### src/rtl/status_led_pkg.sv
package status_led_pkg;

    typedef enum logic {
        PWR_LOW  = 1'b0,
        PWR_HIGH = 1'b1
    } pwr_mode_e;

    typedef enum logic [1:0] {
        LED_DARK  = 2'b00,
        LED_GREEN = 2'b01,
        LED_RED   = 2'b10
    } led_colour_e;

    typedef struct packed {
        logic      valid;
        pwr_mode_e mode;
        logic      alarm;
        logic      phase_red;
    } led_status_t;

    function automatic int unsigned cnt_width(input int unsigned n);
        int unsigned w;
        w = (n <= 1) ? 1 : $clog2(n);
        return (w == 0) ? 1 : w;
    endfunction

    function automatic led_colour_e pick_colour(input led_status_t s);
        led_colour_e c;
        if (!s.valid) begin
            c = LED_DARK;
        end else if (s.alarm) begin
            c = s.phase_red ? LED_RED : LED_GREEN;
        end else begin
            c = (s.mode == PWR_LOW) ? LED_GREEN : LED_RED;
        end
        return c;
    endfunction

endpackage

### src/rtl/lpm_pin_sync.sv
module lpm_pin_sync
    import status_led_pkg::*;
#(
    parameter int unsigned STAGES = 2
) (
    input  logic      clk,
    input  logic      rst,
    input  logic      pin_level,
    output pwr_mode_e mode,
    output logic      sample_valid
);
    localparam int unsigned LAST = STAGES - 1;

    logic [LAST:0] chain;
    logic [LAST:0] valid_chain;

    generate
        for (genvar i = 0; i < STAGES; i++) begin : g_stage
            if (i == 0) begin : g_first
                always_ff @(posedge clk) begin
                    if (rst) begin
                        chain[0]       <= 1'b1;
                        valid_chain[0] <= 1'b0;
                    end else begin
                        chain[0]       <= pin_level;
                        valid_chain[0] <= 1'b1;
                    end
                end
            end else begin : g_next
                always_ff @(posedge clk) begin
                    if (rst) begin
                        chain[i]       <= 1'b1;
                        valid_chain[i] <= 1'b0;
                    end else begin
                        chain[i]       <= chain[i-1];
                        valid_chain[i] <= valid_chain[i-1];
                    end
                end
            end
        end
    endgenerate

    assign mode         = chain[LAST] ? PWR_LOW : PWR_HIGH;
    assign sample_valid = valid_chain[LAST];
endmodule

### src/rtl/blink_timer.sv
module blink_timer
    import status_led_pkg::*;
#(
    parameter int unsigned HALF_CYCLES = 31_250_000
) (
    input  logic clk,
    input  logic rst,
    input  logic run,
    output logic phase_red,
    output logic wrap
);
    localparam int unsigned CW = cnt_width(HALF_CYCLES);
    localparam logic [CW-1:0] TOP = CW'(HALF_CYCLES - 1);

    logic [CW-1:0] count;

    assign wrap = run && (count == TOP);

    always_ff @(posedge clk) begin
        if (rst || !run) begin
            count     <= '0;
            phase_red <= 1'b0;
        end else if (wrap) begin
            count     <= '0;
            phase_red <= ~phase_red;
        end else begin
            count     <= count + 1'b1;
        end
    end
endmodule

### src/rtl/led_select.sv
module led_select
    import status_led_pkg::*;
(
    input  logic        clk,
    input  logic        rst,
    input  led_status_t status,
    output logic        green,
    output logic        red
);
    led_colour_e colour_d;
    led_colour_e colour_q;

    always_comb begin
        colour_d = pick_colour(status);
    end

    always_ff @(posedge clk) begin
        if (rst) begin
            colour_q <= LED_DARK;
        end else begin
            colour_q <= colour_d;
        end
    end

    assign green = (colour_q == LED_GREEN);
    assign red   = (colour_q == LED_RED);
endmodule

### src/rtl/status_led_drv.sv
module status_led_drv
    import status_led_pkg::*;
#(
    parameter int unsigned HALF_CYCLES = 31_250_000,
    parameter int unsigned SYNC_STAGES = 2
) (
    input  logic clk,
    input  logic rst,
    input  logic lpm_drive,
    input  logic lpm_level,
    input  logic alarm_any,
    input  logic sel_pin_n,
    input  logic init_pin,
    output logic led_green,
    output logic led_red
);
    logic        pin_eff;
    pwr_mode_e   st_mode;
    logic        st_valid;
    logic        st_phase;
    logic        st_wrap;
    led_status_t status;
    logic        unused_pins;

    // Internal pull-up: an undriven pin resolves high (low power).
    assign pin_eff     = lpm_drive ? lpm_level : 1'b1;
    assign unused_pins = sel_pin_n ^ init_pin ^ st_wrap;

    lpm_pin_sync #(
        .STAGES(SYNC_STAGES)
    ) u_sync (
        .clk         (clk),
        .rst         (rst),
        .pin_level   (pin_eff),
        .mode        (st_mode),
        .sample_valid(st_valid)
    );

    blink_timer #(
        .HALF_CYCLES(HALF_CYCLES)
    ) u_blink (
        .clk      (clk),
        .rst      (rst),
        .run      (alarm_any),
        .phase_red(st_phase),
        .wrap     (st_wrap)
    );

    always_comb begin
        status.valid     = st_valid;
        status.mode      = st_mode;
        status.alarm     = alarm_any;
        status.phase_red = st_phase;
    end

    led_select u_sel (
        .clk   (clk),
        .rst   (rst),
        .status(status),
        .green (led_green),
        .red   (led_red)
    );
endmodule

### config.mk
export PLATFORM = sky130hd
export DESIGN_NAME = status_led_drv
export DESIGN_NICKNAME = d
export VERILOG_FILES = /design/src/rtl/status_led_pkg.sv /design/src/rtl/lpm_pin_sync.sv /design/src/rtl/blink_timer.sv /design/src/rtl/led_select.sv /design/src/rtl/status_led_drv.sv
export SDC_FILE = /design/constraint.sdc
export NUM_CORES = 1
export LEC_CHECK = 0
export BUFFER_PORTS_ARGS = -buffer_cell sky130_fd_sc_hd__buf_2
export CAP_MARGIN = 15
export CORE_MARGIN = 10
export CORE_UTILIZATION = 55
export DETAILED_ROUTE_END_ITERATION = 7
export PLACE_DENSITY = 0.73
export SYNTH_ARGS = -nofsm -noshare
export SYNTH_HDL_FRONTEND = slang
export SYNTH_HIERARCHICAL = 1
export SYNTH_SLANG_ARGS = --single-unit
### constraint.sdc
create_clock -name clk -period 2.8 [get_ports clk]
set_input_delay 0.42 -clock clk [delete_from_list [all_inputs] [get_ports clk]]
set_output_delay 0.42 -clock clk [all_outputs]
set_load 0.01 [all_outputs]
==> impl_metrics.tcl <==
set metrics [dict create \
    status "complete, no violations" \
    n_antenna_cell 0 \
    globalplace.congestion 0.742 \
    skew_ps 8.12 \
    ctsResizeCount 0 \
    synth_warnings 6 \
    clk_pin_slew_ps 100 \
    cp.buffers_inverters 0 \
    cts_max_level 2 \
    grt_max_degree 26 \
    port_buffers 6 \
    worstPathCellList "ha_1, and3_1, nand4_4, o21ai_4, nor2_1" \
    setup_viol 0 \
    io_pins 9 \
    period_minus_slack_ps 2020 \
    grt.total_usage_pct 10.4 \
    dieArea_um2 5110 \
    dpl.hpwl_um 1850 \
    cp.depth 5 \
    rows 18 \
    arrival_ps 2230 \
    crit_start "u_blink/count[0]" \
    grt_overflow 0 \
    finalNonFillerCells 195 \
    hold_start "rst" \
    netlist_area_um2 1460 \
    end_kind "flip-flop" \
    cts-root-buf "clkbuf_4" \
    grt_pass1_vias 987 \
    cts_hold_buf 0 \
    critical_path.top_delay_family "simple AND/OR/NAND/NOR gates" \
    num-nets-final 172 \
    setup_tns_ps 0 \
    r2r-start "u_blink/count[0]" \
    holdPathStages 2 \
    placedCellCount 187 \
    die_width_um 71.5 \
    slowest_stage "o21ai_4" \
    period_share_pct 72.3 \
    first_pass_iters 4 \
    worstReg2RegEnd "u_blink/count[4]" \
    tightest_slew_ps 626 \
    finalWorstSetupSlack_ps 776 \
    insertion_delay_ps 340 \
    ant_nets 0 \
    cts.sinks 32 \
    power_uw 756 \
    drt-initial-drc-count 77 \
    hold_class "input pin to flip-flop" \
    die_h_um 71.5 \
    core_area_um2 2500 \
    cp.required_ps 3000 \
    area_growth_pct 5.33 \
    vias 1144 \
    vias_per_cell 5.87 \
    drive_gt1_share_pct 11.5 \
    cts_tree "yes" \
    startpoint_type "flip-flop" \
    crit_path_end "u_blink/count[4]" \
    power.leakage_nw 0.499 \
    cts_setup_buffers 0 \
    rrSetupSlack_ps 780 \
    critPathKind "flip-flop to flip-flop" \
    drc 0 \
    critPathMaxStageDelay_ps 570 \
    antenna_found_initial 0 \
    max_freq_ghz 0.494 \
    wl_per_cell_um 13.1 \
    slew-limit-headroom_pct 58.1 \
    power.density_nw_per_um2 493 \
    routed_wl_um 2560 \
    avgSynthCellArea_um2 9.22 \
    synthCells 158 \
    clockBufferDepth 2 \
    start_util_pct 58.3 \
    synth_nets 166 \
    slew_viol_final 0 \
    grt_pass1_wl_um 4350 \
    cts_made_buffers 5 \
    max-cap-violations 0 \
    finalHoldViolations 0 \
    rsz0062_at_grt "false" \
    peakVddDrop_mv 0.401 \
    crit_fanout 25 \
    pre_cts_slack_ps 748 \
    r2r_cells 5 \
]
==> sequential cells by signal (all words and copies together), names as in the netlist <==
| signal | count |
|---|---|
| u_sync/chain | 2 |
| u_sync/sample_valid | 1 |
| u_blink/phase_red | 1 |
| u_blink/count | 25 |
| u_sync/valid_chain | 1 |
| u_sel/colour_q | 2 |
==> metrics by stage <==
step / cell area (um^2) / hold slack (ps) / utilization [%]
after global placement: 1470 / 388 / 58.9
after detailed placement: 1470 / 400 / 58.9
after global routing: 1530 / 284 / 61.4
after floorplan: 1460 / 385 / -
after CTS: 1530 / 270 / 61.4
final: 1530 / 283 / 61.4
==> metal layers <==
layer | track usage, % | vias to the layer above | share of wire (%)
met3 | 4.96 | 7 | 4.8
met5 | 0 | - | 0
met2 | 16.6 | 11 | 48
met1 | 11.4 | 541 | 45
li1 | - | 585 | -
met4 | 5.16 | 0 | 1.9
==> layout by cell type, fill, tap and decap left out, drive strengths merged <==
master  instances
a21boi          1
a21oi           9
and3            4
and3b           2
and4            4
buf             6
clkbuf          6
clkinv          2
dfxtp          32
ha              1
inv             4
mux2i           1
nand2           9
nand2b          1
nand3           7
nand4          11
nand4b          1
nor2           16
nor2b           4
nor3            1
nor3b           1
nor4            4
nor4b           1
o21ai           7
o31ai           4
or2             2
or3             5
or4             5
xnor2           7
xor2            7
==> worst min path at each step <==
stage | to | slack [ps]
2_1_floorplan | u_sync/chain[1] | 390
3_3_place_gp | u_sync/chain[1] | 390
3_5_place_dp | u_sync/chain[1] | 400
4_1_cts | u_sync/valid_chain[0] | 270
5_1_grt | u_sync/sample_valid | 280
6_report | u_sync/valid_chain[0] | 280
==> cell type report <==
class	instances	area, um^2
timing repair buffer	6	30.0
clock buffer	6	51.3
fill	221	966
inverter	4	15.0
sequential	32	641
multi-input combinational	115	749
clock inverter	2	10.0
tap	30	37.5
==> report_power, final <==
part           switching, mW  internal [mW]  total (mW)
registers            0.00233          0.459       0.462
logic                 0.0104        0.00720      0.0176
clock network          0.158          0.119       0.277
Note: power is estimated with default switching activity, not from simulation.
